**src/rtl/rs_pkg.sv**
```systemverilog
package rs_pkg;
  // Tag width needed to name n stations plus the reserved "no producer" value.
  function automatic int tag_bits(input int n);
    return $clog2(n + 1);
  endfunction
endpackage

```
**src/rtl/rs_station.sv**
```systemverilog
module rs_station #(
  parameter int OP_W   = 4,
  parameter int DATA_W = 16,
  parameter int IMM_W  = 12,
  parameter int TAG_W  = 3,
  parameter logic [TAG_W-1:0] MY_TAG = '0
) (
  input  logic              clk,
  input  logic              rst_n,
  input  logic              load,
  input  logic [OP_W-1:0]   ld_op,
  input  logic [TAG_W-1:0]  ld_qj,
  input  logic [DATA_W-1:0] ld_vj,
  input  logic [TAG_W-1:0]  ld_qk,
  input  logic [DATA_W-1:0] ld_vk,
  input  logic [IMM_W-1:0]  ld_imm,
  input  logic              cdb_valid,
  input  logic [TAG_W-1:0]  cdb_tag,
  input  logic [DATA_W-1:0] cdb_value,
  input  logic              grant,
  input  logic              done_valid,
  input  logic [TAG_W-1:0]  done_tag,
  output logic              busy,
  output logic              ready,
  output logic [OP_W-1:0]   op,
  output logic [DATA_W-1:0] vj,
  output logic [DATA_W-1:0] vk,
  output logic [IMM_W-1:0]  imm
);
  logic              busy_q, busy_d, sent_q, sent_d;
  logic [OP_W-1:0]   op_q, op_d;
  logic [TAG_W-1:0]  qj_q, qj_d, qk_q, qk_d;
  logic [DATA_W-1:0] vj_q, vj_d, vk_q, vk_d;
  logic [IMM_W-1:0]  imm_q, imm_d;
  logic              free_hit, hit_j, hit_k;

  assign free_hit = done_valid && (done_tag == MY_TAG) && busy_q;
  // Snoop either the stored pending tag or the tag being loaded this cycle.
  assign hit_j = cdb_valid && (cdb_tag != '0) && (cdb_tag == (load ? ld_qj : qj_q));
  assign hit_k = cdb_valid && (cdb_tag != '0) && (cdb_tag == (load ? ld_qk : qk_q));

  always_comb begin
    busy_d = busy_q;
    sent_d = sent_q;
    op_d   = op_q;
    imm_d  = imm_q;
    qj_d   = qj_q;
    qk_d   = qk_q;
    vj_d   = vj_q;
    vk_d   = vk_q;
    if (grant) sent_d = 1'b1;
    if (load) begin
      busy_d = 1'b1;
      sent_d = 1'b0;
      op_d   = ld_op;
      imm_d  = ld_imm;
      qj_d   = ld_qj;
      qk_d   = ld_qk;
      vj_d   = ld_vj;
      vk_d   = ld_vk;
    end else if (free_hit) begin
      busy_d = 1'b0;
      sent_d = 1'b0;
    end
    if (hit_j && (load || busy_q)) begin
      vj_d = cdb_value;
      qj_d = '0;
    end
    if (hit_k && (load || busy_q)) begin
      vk_d = cdb_value;
      qk_d = '0;
    end
  end

  always_ff @(posedge clk or negedge rst_n) begin
    if (!rst_n) begin
      busy_q <= 1'b0;
      sent_q <= 1'b0;
      qj_q   <= '0;
      qk_q   <= '0;
    end else begin
      busy_q <= busy_d;
      sent_q <= sent_d;
      qj_q   <= qj_d;
      qk_q   <= qk_d;
    end
  end

  // Payload registers need no reset: they are qualified by busy_q.
  always_ff @(posedge clk) begin
    op_q  <= op_d;
    imm_q <= imm_d;
    vj_q  <= vj_d;
    vk_q  <= vk_d;
  end

  assign busy  = busy_q;
  assign ready = busy_q && !sent_q && (qj_q == '0) && (qk_q == '0);
  assign op    = op_q;
  assign vj    = vj_q;
  assign vk    = vk_q;
  assign imm   = imm_q;

  a_r5_grant_needs_operands: assert property (@(posedge clk) disable iff (!rst_n)
    grant |-> (busy_q && qj_q == '0 && qk_q == '0));
  a_r8_single_dispatch: assert property (@(posedge clk) disable iff (!rst_n)
    grant |=> !grant);
  a_r4_snoop_capture: assert property (@(posedge clk) disable iff (!rst_n)
    (busy_q && !load && cdb_valid && qj_q != '0 && cdb_tag == qj_q)
      |=> (qj_q == '0 && vj_q == $past(cdb_value)));
  a_r7_issue_capture: assert property (@(posedge clk) disable iff (!rst_n)
    (load && cdb_valid && ld_qk != '0 && cdb_tag == ld_qk)
      |=> (qk_q == '0 && vk_q == $past(cdb_value)));
  a_r9_release: assert property (@(posedge clk) disable iff (!rst_n)
    (done_valid && done_tag == MY_TAG && busy_q && !load) |=> !busy_q);
endmodule

```
**src/rtl/rs_oldest_pick.sv**
```systemverilog
module rs_oldest_pick #(
  parameter int N = 4
) (
  input  logic                clk,
  input  logic                rst_n,
  input  logic [N-1:0]        ready,
  input  logic [N-1:0][N-1:0] older,   // older[j][i]: station j issued before station i
  output logic [N-1:0]        grant
);
  for (genvar i = 0; i < N; i++) begin : g_pick
    logic [N-1:0] beaten_by;
    for (genvar j = 0; j < N; j++) begin : g_cmp
      if (j == i) begin : g_self
        assign beaten_by[j] = 1'b0;
      end else begin : g_other
        assign beaten_by[j] = ready[j] && older[j][i];
      end
    end
    assign grant[i] = ready[i] && !(|beaten_by);
  end

  a_r6_one_winner: assert property (@(posedge clk) disable iff (!rst_n)
    $onehot0(grant));
  a_r6_winner_when_ready: assert property (@(posedge clk) disable iff (!rst_n)
    (|ready) |-> (|grant));
endmodule

```
**src/rtl/rs_array.sv**
```systemverilog
module rs_array #(
  parameter int N_ENT  = 4,
  parameter int OP_W   = 4,
  parameter int DATA_W = 16,
  parameter int IMM_W  = 12,
  localparam int TAG_W = rs_pkg::tag_bits(N_ENT)
) (
  input  logic              clk,
  input  logic              rst_n,
  input  logic              iss_valid,
  input  logic [OP_W-1:0]   iss_op,
  input  logic [TAG_W-1:0]  iss_qj,
  input  logic [DATA_W-1:0] iss_vj,
  input  logic [TAG_W-1:0]  iss_qk,
  input  logic [DATA_W-1:0] iss_vk,
  input  logic [IMM_W-1:0]  iss_imm,
  output logic              iss_stall,
  output logic [TAG_W-1:0]  iss_tag,
  input  logic              cdb_valid,
  input  logic [TAG_W-1:0]  cdb_tag,
  input  logic [DATA_W-1:0] cdb_value,
  input  logic              done_valid,
  input  logic [TAG_W-1:0]  done_tag,
  output logic              disp_valid,
  output logic [TAG_W-1:0]  disp_tag,
  output logic [OP_W-1:0]   disp_op,
  output logic [DATA_W-1:0] disp_vj,
  output logic [DATA_W-1:0] disp_vk,
  output logic [IMM_W-1:0]  disp_imm
);
  logic [1:0] rst_sync_q;
  logic       rst_i_n;

  always_ff @(posedge clk or negedge rst_n) begin
    if (!rst_n) rst_sync_q <= 2'b00;
    else        rst_sync_q <= {rst_sync_q[0], 1'b1};
  end
  assign rst_i_n = rst_sync_q[1];

  logic [N_ENT-1:0]             busy_v, ready_v, grant_v, load_v;
  logic [N_ENT-1:0][OP_W-1:0]   op_v;
  logic [N_ENT-1:0][DATA_W-1:0] vj_v, vk_v;
  logic [N_ENT-1:0][IMM_W-1:0]  imm_v;
  logic [N_ENT-1:0][N_ENT-1:0]  older_q, older_d;
  logic [N_ENT-1:0]             free_onehot;
  logic                         accept;

  // Lowest-index free station.
  always_comb begin
    free_onehot = '0;
    iss_tag     = '0;
    for (int i = N_ENT - 1; i >= 0; i--) begin
      if (!busy_v[i]) begin
        free_onehot = '0;
        free_onehot[i] = 1'b1;
        iss_tag = TAG_W'(i + 1);
      end
    end
  end

  assign iss_stall = &busy_v;
  assign accept    = iss_valid && !iss_stall;
  assign load_v    = accept ? free_onehot : '0;

  for (genvar i = 0; i < N_ENT; i++) begin : g_st
    rs_station #(
      .OP_W(OP_W), .DATA_W(DATA_W), .IMM_W(IMM_W), .TAG_W(TAG_W),
      .MY_TAG(TAG_W'(i + 1))
    ) u_st (
      .clk(clk), .rst_n(rst_i_n), .load(load_v[i]),
      .ld_op(iss_op), .ld_qj(iss_qj), .ld_vj(iss_vj),
      .ld_qk(iss_qk), .ld_vk(iss_vk), .ld_imm(iss_imm),
      .cdb_valid(cdb_valid), .cdb_tag(cdb_tag), .cdb_value(cdb_value),
      .grant(grant_v[i]), .done_valid(done_valid), .done_tag(done_tag),
      .busy(busy_v[i]), .ready(ready_v[i]),
      .op(op_v[i]), .vj(vj_v[i]), .vk(vk_v[i]), .imm(imm_v[i])
    );
  end

  // Age matrix: a newly loaded station is younger than every occupied one.
  always_comb begin
    older_d = older_q;
    for (int k = 0; k < N_ENT; k++) begin
      if (load_v[k]) begin
        for (int i = 0; i < N_ENT; i++) begin
          older_d[k][i] = 1'b0;
          older_d[i][k] = (i != k) && busy_v[i];
        end
      end
    end
  end

  always_ff @(posedge clk or negedge rst_i_n) begin
    if (!rst_i_n) older_q <= '0;
    else          older_q <= older_d;
  end

  rs_oldest_pick #(.N(N_ENT)) u_pick (
    .clk(clk), .rst_n(rst_i_n), .ready(ready_v), .older(older_q), .grant(grant_v)
  );

  always_comb begin
    disp_valid = |grant_v;
    disp_tag   = '0;
    disp_op    = '0;
    disp_vj    = '0;
    disp_vk    = '0;
    disp_imm   = '0;
    for (int i = 0; i < N_ENT; i++) begin
      if (grant_v[i]) begin
        disp_tag = disp_tag | TAG_W'(i + 1);
        disp_op  = disp_op  | op_v[i];
        disp_vj  = disp_vj  | vj_v[i];
        disp_vk  = disp_vk  | vk_v[i];
        disp_imm = disp_imm | imm_v[i];
      end
    end
  end

  a_r3_stall_drops: assert property (@(posedge clk) disable iff (!rst_i_n)
    (iss_valid && iss_stall && !done_valid) |=> (busy_v == $past(busy_v)));
  a_r2_issue_occupies: assert property (@(posedge clk) disable iff (!rst_i_n)
    (accept) |=> ((busy_v & $past(free_onehot)) != '0));
endmodule

```
**config.mk**
```make
export PLATFORM = sky130hd
export DESIGN_NAME = rs_array
export DESIGN_NICKNAME = d
export VERILOG_FILES = /design/src/rtl/rs_pkg.sv /design/src/rtl/rs_station.sv /design/src/rtl/rs_oldest_pick.sv /design/src/rtl/rs_array.sv
export SDC_FILE = /design/constraint.sdc
export NUM_CORES = 1
export LEC_CHECK = 0
export BUFFER_PORTS_ARGS = -buffer_cell sky130_fd_sc_hd__buf_2
export CORE_MARGIN = 3
export CORE_UTILIZATION = 32
export DETAILED_ROUTE_END_ITERATION = 10
export SLEW_MARGIN = 40
export SYNTH_ARGS = -nofsm -noshare
export SYNTH_HDL_FRONTEND = slang
export SYNTH_SLANG_ARGS = --single-unit
```
**constraint.sdc**
```tcl
create_clock -name clk -period 6.7 [get_ports clk]
set_clock_uncertainty 0.05 [all_clocks]
set_input_delay 1.34 -clock clk [delete_from_list [all_inputs] [get_ports clk]]
set_output_delay 1.34 -clock clk [all_outputs]
set_load 0.005 [all_outputs]
```
# Word-level counts from Yosys, hierarchy flattened
# Cells that the tools add are included.
[totals]
register_bits = 238
latch_bits = 0
mem_bits_rw = 0
romBits = 0
input_bits = 81
output_inout_bits = 56
wordCells = 268
mem_count = 0
[classes]
n_addsub = 0
multipliers = 0
n_div = 0
magnitude_cmp = 0
eq_ne = 12
n_shift = 0
muxes = 95
n_bitwise = 12
n_reduce_logical = 104
[ops]
columns = ["op", "count"]
rows = [
  ["$mux W16", 24],
  ["$or A16 B16 Y16", 6],
  ["$mux W3", 21],
  ["$logic_and A1 B1 Y1", 54],
  ["$mux W12", 4],
  ["$mux W4", 12],
  ["$or A12 B12 Y12", 3],
  ["$reduce_bool A2 Y1", 18],
  ["$mux W1", 31],
  ["$eq A3 B3 Y1", 8],
  ["$logic_not A3 Y1", 8],
  ["$reduce_bool A3 Y1", 5],
  ["$or A4 B4 Y4", 3],
  ["$reduce_or A3 Y1", 4],
  ["$logic_not A1 Y1", 9],
  ["$eq A3 B2 Y1 const B", 2],
  ["$mux W5", 1],
  ["$logic_or A1 B1 Y1", 4],
  ["$mux W2", 2],
  ["$reduce_and A4 Y1", 1],
  ["$reduce_or A4 Y1", 1],
  ["$eq A3 B1 Y1 const B", 1],
  ["$eq A3 B3 Y1 const B", 1],
]

# Depth between registers and ports, before layout
# Gate-level depths: netlist of the first run.
[logic_depth]
word_depth = 15
ltp_mapped = 8
depth_no_buf = 6

# By module
# From an unflattened synthesis of the first run, not the netlist that was laid out.
[unflattened]
hier_cells = 762
area_unflattened_um2 = 11410.9
[modules_own_cells]
columns = ["mod", "instances", "cells_per_inst", "area_per_inst_um2", "seq_area_each_um2"]
rows = [
  ["rs_station at g_st[0].u_st ...", 2, 131, 2438.6, 1641.6],
  ["rs_station at g_st[3].u_st", 1, 130, 2433.6, 1641.6],
  ["rs_station at g_st[2].u_st", 1, 131, 2354.8, 1641.6],
  ["rs_array", 1, 227, 1675.4, 350.3],
  ["rs_oldest_pick", 1, 12, 70.1, 0.0],
]

# Worst setup path after synthesis of the first run
# Ideal clock, no wire load.
[synth_timing]
kind = "input to register"
startpoint = "in cdb_tag[0]"
endpoint = "reg g_st[3].u_st.vk_q[0] (enable)"
setup_ns = 0.373
arrival_ns = 3.277
required_ns = 6.277
path_slack_ns = 3.000
path_stages = 7
n_path_buf = 3
path_cell_list = "clkbuf_1 > clkbuf_1 > xnor2_1 > nand3_1 > a2111oi_0 > buf_2 > or2_1"
[synth_between]
elab_chain_cells = 5
word_cells_on_any_way = 6
cone_classes = "eq/ne (1); reduce/logical (5)"
[synth_rtl]
columns = ["element", "line_no", "rtl"]
rows = [
  ["start: declaration", "rs_array.sv:20", "input logic [TAG_W-1:0] cdb_tag,"],
  ["$reduce_bool A3 Y1", "rs_station.sv:40", "assign hit_k = cdb_valid && (cdb_tag != '0) && (cdb_tag == (load ? ld_qk : qk_q));"],
  ["$logic_and A1 B1 Y1", "rs_station.sv:40", ""],
  ["$logic_and A1 B1 Y1 (*)", "rs_station.sv:40", ""],
  ["$logic_and A1 B1 Y1 (*)", "rs_station.sv:69", "if (hit_k && (load || busy_q)) begin"],
  ["$reduce_bool A2 Y1 (no line) (*)", "--", ""],
  ["end signal: assignment", "rs_station.sv:94", "vk_q <= vk_d;"],
  ["end: declaration", "rs_station.sv:33", "logic [DATA_W-1:0] vj_q, vj_d, vk_q, vk_d;"],
]
# Every way passes the cells marked *; elsewhere a longest branch is shown, timed or not.
# A chain may end at the register's enable or synchronous reset.

# Final worst setup path of the first run
[layout_timing]
startpoint = "reg g_st[0].u_st.busy_q"
endpoint = "out disp_vj[7]"
[layout_between]
elab_chain_cells = 12
word_cells_on_any_way = 23
cone_classes = "mux (4); bitwise (3); reduce/logical (16)"
[layout_rtl]
columns = ["element", "line_no", "rtl"]
rows = [
  ["start: declaration", "rs_station.sv:30", "logic busy_q, busy_d, sent_q, sent_d;"],
  ["start signal: assignment", "rs_station.sv:82", "busy_q <= busy_d;"],
  ["$logic_and A1 B1 Y1 (*) (3 in a row)", "rs_station.sv:98", "assign ready = busy_q && !sent_q && (qj_q == '0) && (qk_q == '0);"],
  ["$logic_and A1 B1 Y1", "rs_oldest_pick.sv:16", "assign beaten_by[j] = ready[j] && older[j][i];"],
  ["$reduce_or A3 Y1", "rs_oldest_pick.sv:19", "assign grant[i] = ready[i] && !(|beaten_by);"],
  ["$logic_not A1 Y1", "rs_oldest_pick.sv:19", ""],
  ["$logic_and A1 B1 Y1", "rs_oldest_pick.sv:19", ""],
  ["$mux W16", "rs_array.sv:110", "if (grant_v[i]) begin"],
  ["$or A16 B16 Y16", "rs_array.sv:113", "disp_vj = disp_vj | vj_v[i];"],
  ["$mux W16", "rs_array.sv:110", ""],
  ["$or A16 B16 Y16", "rs_array.sv:113", ""],
  ["$mux W16 (*)", "rs_array.sv:110", ""],
  ["end: declaration", "rs_array.sv:27", "output logic [DATA_W-1:0] disp_vj,"],
]
# Marks and branches as above.

==> results of run 1 <==
==> sequential cells by signal (all words and copies together), names as in the netlist <==
name	cells
older_q	12
g_st.u_st.busy	4
g_st.u_st.sent_q	4
g_st.u_st.vj	64
rst_sync_q	2
g_st.u_st.qk_q	12
g_st.u_st.imm	48
g_st.u_st.qj_q	12
g_st.u_st.op	16
g_st.u_st.vk	64
==> synth_stat cells, drive strengths merged, types with 2 or more instances <==
cell type and number:
a2111oi 5, a21boi 2, a21o 2, a21oi 21, a221o 2, a22oi 96, and2 2, buf 30
clkbuf 23, clkinv 2, dfrtp 46, edfxtp 192, inv 19, mux2 128, mux2i 12, nand2 87
nand2b 3, nand3 8, nand3b 3, nand4 4, nand4b 6, nor2 23, nor2b 6, nor3 11
nor4 6, nor4b 2, o211a 4, o21ai 9, o22ai 10, o31ai 5, or2 14, or4 6
or4b 3, xnor2 14
==> layout make-up <==
class / instances / area [um2]
fill: 3254 / 20700
sequential: 238 / 6920
multi-input combinational: 497 / 3850
timing repair buffer: 153 / 808
clock buffer: 39 / 721
tap: 448 / 561
clock inverter: 11 / 80.1
inverter: 21 / 78.8
==> power breakdown <==
| part | internal (uW) | switching (uW) | total, uW | leakage, uW |
|---|---|---|---|---|
| combinational | 672 | 1020 | 1690 | 0.00228 |
| clock | 784 | 576 | 1360 | 0.000392 |
| sequential | 1950 | 143 | 2090 | 0.00232 |
==> stage by stage <==
step / cells / worst slack (ns)
after floorplan: 809 / 3.00
after global placement: 1356 / 1.92
final: 1407 / 1.56
after detailed placement: 1356 / 1.93
after CTS: 1406 / 1.53
after global routing: 1407 / 1.32
==> worst paths after layout <==
path,start,endpoint,slack [ns],cells after the start
max,g_st[0].u_st.busy,disp_vj[7],1.56,7
min,rst_sync_q[1],g_st[3].u_st.qj_q[1],0.29,0
max reg2reg,g_st[0].u_st.busy,g_st[2].u_st.vk[7],2.85,8
min reg2reg,rst_sync_q[1],g_st[3].u_st.qj_q[1],0.29,0
max in group asynchronous,rst_sync_q[1],older_q[8],5.91,0
min in group clk,rst_sync_q[0],rst_sync_q[1],0.30,0
==> critical path, stage by stage (launching register included) <==
cell	delay, ns
sky130_fd_sc_hd__dfrtp_1	0.68
sky130_fd_sc_hd__inv_1	0.29
sky130_fd_sc_hd__nor4b_4	0.66
sky130_fd_sc_hd__nor4b_4	0.43
sky130_fd_sc_hd__buf_4	0.60
sky130_fd_sc_hd__a22oi_1	0.21
sky130_fd_sc_hd__nand2_1	0.17
sky130_fd_sc_hd__buf_2	0.13
==> kinds of logic after synthesis <==
family	count (synthesis)	share of synthesized area
flops	238	0.628
simple gates	185	0.0851
compound gates	157	0.104
mux	140	0.142
buf+inv	74	0.0299
xor+xnor	14	0.0111
other cells	1	0.000341
==> per-layer routing <==
| metal | GRT usage | routed length, um | up-vias |
|---|---|---|---|
| met3 | 0.0273 | 1340 | 44 |
| met4 | 0.0330 | 589 | 4 |
| met2 | 0.261 | 13900 | 170 |
| met5 | 0 | 22 | - |
| li1 | - | - | 3364 |
| met1 | 0.219 | 13400 | 3614 |
==> placed cells by master, fill, tap and decap left out, types with 3 or more instances in the layout <==
master	n
sky130_fd_sc_hd__buf_2	136
sky130_fd_sc_hd__buf_4	17
sky130_fd_sc_hd__nand3_1	8
sky130_fd_sc_hd__nand3b_1	3
sky130_fd_sc_hd__nand2_1	87
sky130_fd_sc_hd__mux2i_1	12
sky130_fd_sc_hd__xnor2_1	14
sky130_fd_sc_hd__clkinv_1	6
sky130_fd_sc_hd__or4_1	6
sky130_fd_sc_hd__o31ai_1	4
sky130_fd_sc_hd__clkinv_2	4
sky130_fd_sc_hd__dfrtp_1	45
sky130_fd_sc_hd__nor2b_1	6
sky130_fd_sc_hd__clkbuf_1	12
sky130_fd_sc_hd__o21ai_0	9
sky130_fd_sc_hd__mux2_1	97
sky130_fd_sc_hd__a2111oi_4	3
sky130_fd_sc_hd__mux2_2	31
sky130_fd_sc_hd__edfxtp_1	192
sky130_fd_sc_hd__o211a_1	4
sky130_fd_sc_hd__nand4_1	4
sky130_fd_sc_hd__nor2_1	23
sky130_fd_sc_hd__a22oi_1	96
sky130_fd_sc_hd__or2_2	9
sky130_fd_sc_hd__nor3_1	11
sky130_fd_sc_hd__nor4_2	5
sky130_fd_sc_hd__clkbuf_16	27
sky130_fd_sc_hd__or4b_1	3
sky130_fd_sc_hd__inv_1	17
sky130_fd_sc_hd__nand2b_1	3
sky130_fd_sc_hd__o22ai_1	10
sky130_fd_sc_hd__a21oi_1	21
sky130_fd_sc_hd__nand4b_1	6
sky130_fd_sc_hd__or2_1	4
==> results.sh, run 1 <==
export IMPL_run_status="complete, no violations"
export IMPL_cts_htree_levels=1
export IMPL_finalSetupViolations=0
export IMPL_clockRootBuffer="sky130_fd_sc_hd__clkbuf_16"
export IMPL_critPathMaxFanout=47
export IMPL_die_area_mm2=0.0367
export IMPL_fp_dieW_um=192
export IMPL_finish_utilization=0.386
export IMPL_drtAntennaViolNets=0
export IMPL_synth_ff_type="sky130_fd_sc_hd__edfxtp_1"
export IMPL_syn_instance_count=809
export IMPL_netlist_top_cell_by_area="sky130_fd_sc_hd__edfxtp_1"
export IMPL_power_total_uw=5150
export IMPL_postSynthNetCount=890
export IMPL_via_count_of_the_first_global_routing_pass=7263
export IMPL_powerDensity_mw_per_mm2=395
export IMPL_synth_yosys_seq_area_share=0.628
export IMPL_summed_instance_area_of_the_synthesized_netlist_mm2=0.0110
export IMPL_chipHeight_um=192
export IMPL_drv_cap=0
export IMPL_critPathRequiredTime_ns=5.31
export IMPL_io_pins=137
export IMPL_post_dp_cell_area_mm2=0.0122
export IMPL_fp_row_count=67
export IMPL_synth_enable_flop_cells=192
export IMPL_layout_overhead_on_the_synthesized_area_pct=18.2
export IMPL_grt_setup_unrepaired="false"
export IMPL_avgSynthCellArea_um2=13.6
export IMPL_worst_slew_pin_transition_ns=0.755
export IMPL_numClockSinks=238
export IMPL_setup_tns_final_ns=0
export IMPL_post_drt_wl_per_cell_um=20.8
export IMPL_critPathCaptureType="primary output"
export IMPL_clock_path_buffers=3
export IMPL_worst_hold_path_type="reg2async"
export IMPL_dp_hpwl_mm=18.8
export IMPL_num_antenna_cells=0
export IMPL_clk_transition_reported_paths_ns=0.06
export IMPL_timing_final_max_slew_violations=0
export IMPL_ys_async_sr_fraction=0.193
export IMPL_final_min_period_over_clock_period=0.767
export IMPL_endpoints_failing_hold=0
export IMPL_post_cts_setup_buffer_count=0
export IMPL_post_cts_resized_instances=0
export IMPL_type_of_the_worst_setup_path="reg2out"
export IMPL_netlist_top_cells_area="sky130_fd_sc_hd__edfxtp_1 52%, sky130_fd_sc_hd__dfrtp_1 10%, sky130_fd_sc_hd__mux2_1 9.9%, sky130_fd_sc_hd__a22oi_1 6.5%, sky130_fd_sc_hd__mux2_2 3.2%"
export IMPL_fmax_ghz=0.195
export IMPL_synthesis_yosys_warnings=0
export IMPL_synth_seq_cells=238
export IMPL_synth_top_cell_area_share=0.524
export IMPL_timing_critical_path_from_type="flop"
export IMPL_port_buffer_count=136
export IMPL_routabilityCongestion=0.814
export IMPL_post_cts_hold_buffer_count=0
export IMPL_cts_buffers_inserted=27
export IMPL_floorplan_initialDensity=0.327
export IMPL_gr_usage_all_layers=0.158
export IMPL_drt_wl_total_mm=29.3
export IMPL_clk_latency_ns=0.53
export IMPL_drt_vias_per_instance=5.11
export IMPL_grt_antenna_before_repair=3
export IMPL_final_stage_net_count=1019
export IMPL_total_number_of_vias=7196
export IMPL_route_detailed_drc=0
export IMPL_drt_initial_drc_count=357
export IMPL_grt_ovfl_total=0
export IMPL_cts_tree="built"
export IMPL_grt_start_max_net_pins=49
export IMPL_timing_slew_headroom=0.497
export IMPL_power_leakage_uw=0.00499
export IMPL_vdd_ir_drop_max_mv=0.208
export IMPL_cp_arrival_ns=3.75
export IMPL_grt_first_pass_wirelength_mm=44.4
export IMPL_period_minus_slack_ns=5.14
export IMPL_design_area_mm2=0.0130
export IMPL_final_layout_size_suffix_gt1_frac=0.254
export IMPL_core_area_mm2=0.0337
export IMPL_yosys_cell_types_count=46
export IMPL_whs_ns=0.291
export IMPL_drt_pre_antenna_iters=4
No activity file was read; power rests on OpenSTA's default activity.
==> inputs of run 2 (changes only) <==
ABC_AREA = 1   (was unset)
clock period = 5.34 ns   (was 6.7 ns; I/O delays follow)
==> run 2 against run 1 <==
First-iteration DRC count rose by 110%. Die area up 5.2%. Wire length is 24% higher. Critical path depth is 2 higher. Synthesized area grew 5.4%. Utilization decreased by 0.80 points. Combinational power rose by 10%. Critical endpoint is now disp_vk[1]. Final cell count rose by 35%. Power is 23% higher.
==> results.sh, run 2 <==
export IMPL_vdd_ir_drop_max_mv=0.219
export IMPL_finalSetupViolations=0
export IMPL_reg_area_mm2=0.00692
export IMPL_clk_latency_ns=0.54
export IMPL_num_antenna_cells=0
export IMPL_endpoints_failing_hold=0
export IMPL_groute_layer_met1_usage=0.245
export IMPL_multi_input_comb_area_mm2=0.00411
export IMPL_finish_utilization=0.378
export IMPL_worst_path_max_delay_cell="sky130_fd_sc_hd__buf_4"
export IMPL_fmax_ghz=0.244
export IMPL_critPathRequiredTime_ns=4.22
export IMPL_core_area_mm2=0.0357
export IMPL_drt_vias_per_instance=5.08
export IMPL_port_buffer_count=136
export IMPL_synth_top_cell_area_share=0.497
export IMPL_worst_hold_path_type="in2async"
export IMPL_grt_setup_unrepaired="false"
export IMPL_run_status="complete, no violations"
export IMPL_period_minus_slack_ns=4.10
export IMPL_grt_most_used_layer="met2"
export IMPL_critPathMaxFanout=38
export IMPL_layout_cells_most_common="sky130_fd_sc_hd__nand2_1"
export IMPL_post_cts_resized_instances=0
export IMPL_synth_enable_flop_cells=192
export IMPL_synthesis_yosys_warnings=0
export IMPL_die_area_mm2=0.0386
export IMPL_type_of_the_worst_setup_path="reg2out"
export IMPL_cp_endpoint="disp_vk[1]"
export IMPL_fp_dieW_um=196
export IMPL_worst_r2r_setup_slack_ns=1.59
export IMPL_critPathCaptureType="primary output"
export IMPL_grt_ovfl_total=0
export IMPL_synth_seq_cells=238
export IMPL_r2r_cells=10
export IMPL_power_leakage_uw=0.00595
export IMPL_post_cts_hold_buffer_count=0
export IMPL_timing_critical_path_from_type="flop"
export IMPL_dp_hpwl_mm=24.3
export IMPL_route_detailed_drc=0
export IMPL_drt_pre_antenna_iters=5
export IMPL_crit_family="simple AND/OR/NAND/NOR gates"
export IMPL_timing_rr_end="g_st[0].u_st.vk[3]"
export IMPL_power_total_uw=6330
export IMPL_max_stage_delay_ns=0.53
export IMPL_avgSynthCellArea_um2=8.85
export IMPL_drt_wl_total_mm=36.3
export IMPL_synthMostInstantiatedCell="sky130_fd_sc_hd__nand2_1"
export IMPL_final_min_period_over_clock_period=0.768
export IMPL_gr_usage_all_layers=0.185
export IMPL_grt_start_max_net_pins=45
export IMPL_grt_antenna_before_repair=2
export IMPL_io_pins=137
export IMPL_clk_transition_reported_paths_ns=0.06
export IMPL_grt_first_pass_wirelength_mm=55.7
export IMPL_synth_yosys_seq_area_share=0.596
export IMPL_routabilityCongestion=0.885
export IMPL_cts_htree_levels=1
export IMPL_cp_num_cells=9
export IMPL_final_layout_size_suffix_gt1_frac=0.161
export IMPL_powerDensity_mw_per_mm2=469
export IMPL_global_route_usage_met2=0.308
export IMPL_synth_ff_type="sky130_fd_sc_hd__edfxtp_1"
export IMPL_drt_initial_drc_count=764
export IMPL_path_cells="inv_1 -> nand4_1 -> nor2_1 -> nand2_1 -> nor2_4 -> buf_4 -> nand2_1 -> nand4_1 -> buf_2"
export IMPL_chipHeight_um=196
export IMPL_timing_critical_path_buf_inv=3
export IMPL_launch_instance_of_the_worst_register_to_register_path="g_st[1].u_st.busy"
export IMPL_clockRootBuffer="sky130_fd_sc_hd__clkbuf_16"
export IMPL_layout_overhead_on_the_synthesized_area_pct=16.2
export IMPL_drtAntennaViolNets=0
export IMPL_netlist_top_cells_area="sky130_fd_sc_hd__edfxtp_1 50%, sky130_fd_sc_hd__nand2_1 19%, sky130_fd_sc_hd__dfrtp_1 9.9%, sky130_fd_sc_hd__nand3_1 7.5%, sky130_fd_sc_hd__nand4_1 3.6%"
export IMPL_timing_slew_headroom=0.472
export IMPL_postSynthNetCount=1392
export IMPL_syn_instance_count=1311
export IMPL_total_number_of_vias=9642
export IMPL_cp_arrival_ns=2.98
export IMPL_timing_final_max_slew_violations=0
export IMPL_post_cts_setup_buffer_count=0
export IMPL_drv_cap=0
export IMPL_ys_async_sr_fraction=0.193
export IMPL_via_count_of_the_first_global_routing_pass=9551
export IMPL_numClockSinks=238
export IMPL_critical_path_launch_point="g_st[0].u_st.sent_q"
export IMPL_worst_slew_pin_transition_ns=0.787
export IMPL_ys_top_cells_by_count="573 x sky130_fd_sc_hd__nand2_1, 192 x sky130_fd_sc_hd__edfxtp_1, 173 x sky130_fd_sc_hd__nand3_1"
export IMPL_cts_buffers_inserted=27
export IMPL_yosys_cell_types_count=29
export IMPL_post_drt_wl_per_cell_um=19.2
export IMPL_met3_usage=0.0338
export IMPL_netlist_top_cell_by_area="sky130_fd_sc_hd__edfxtp_1"
export IMPL_clock_path_buffers=3
export IMPL_most_common_layout_cells="569 x sky130_fd_sc_hd__nand2_1, 192 x sky130_fd_sc_hd__edfxtp_1, 173 x sky130_fd_sc_hd__nand3_1, 136 x sky130_fd_sc_hd__buf_2, 66 x sky130_fd_sc_hd__nand4_1"
export IMPL_cts_tree="built"
export IMPL_final_stage_net_count=1497
export IMPL_n_fill_cell=3669
export IMPL_setup_tns_final_ns=0
export IMPL_summed_instance_area_of_the_synthesized_netlist_mm2=0.0116
export IMPL_fp_row_count=69
export IMPL_floorplan_initialDensity=0.326
-- run 2: worst register-to-register path, delay by kind of cell, from the launching register on --
kind          cells  cell delay (ns)
simple gates      9             2.69
flops             1             0.53
buf+inv           1             0.11
-- run 2: worst min-delay path by stage --
| stage | to | cells past startpoint | startpoint |
|---|---|---|---|
| final | rst_sync_q[1] | 1 | rst_n |
| after global routing | rst_sync_q[1] | 1 | rst_n |
| after global placement | rst_sync_q[1] | 0 | rst_sync_q[0] |
| after floorplan | rst_sync_q[1] | 0 | rst_sync_q[0] |
| after detailed placement | rst_sync_q[1] | 0 | rst_sync_q[0] |
| after CTS | rst_sync_q[1] | 1 | rst_n |
-- run 2: metrics by stage --
stage | cells | worst slack (ns) | cell area [um2] | hold WS [ns]
after floorplan | 1311 | 2.17 | 11600 | 0.281
after global placement | 1846 | 1.23 | 12700 | 0.289
after detailed placement | 1848 | 1.25 | 12700 | 0.287
after CTS | 1897 | 1.16 | 13500 | 0.241
after global routing | 1897 | 0.966 | 13500 | 0.237
final | 1897 | 1.24 | 13500 | 0.258
-- run 2: area by class of cell --
cell class / instances / area share
flip-flops and latches: 238 / 0.513
multi-input cells: 931 / 0.305
repair buffers: 158 / 0.0647
clock buffers: 31 / 0.0512
well taps: 461 / 0.0428
inverters: 60 / 0.0167
clock inverters: 18 / 0.00649
-- run 2: layer usage --
| layer | share of wire | vias to the layer above |
|---|---|---|
| li1 | - | 4592 |
| met1 | 0.42 | 4561 |
| met2 | 0.48 | 417 |
| met3 | 0.079 | 68 |
| met4 | 0.027 | 4 |
| met5 | 0.00039 | - |
-- run 2: cell families (layout without fill, tap and decap cells) --
family | after synthesis | count (layout) | synth area share
other | 1 | 1 | 0.000323
AOI/OAI and AO/OA | 40 | 40 | 0.0195
and+or+nand+nor | 886 | 886 | 0.328
xor gates and xnor gates | 4 | 4 | 0.00302
DFF | 238 | 238 | 0.596
buffers and inverters | 142 | 267 | 0.0532
-- run 2: report_power, final --
part | switching (uW) | internal, uW | leakage (uW)
Sequential | 187 | 2610 | 0.00233
Combinational | 1370 | 488 | 0.00324
Clock | 743 | 920 | 0.000380
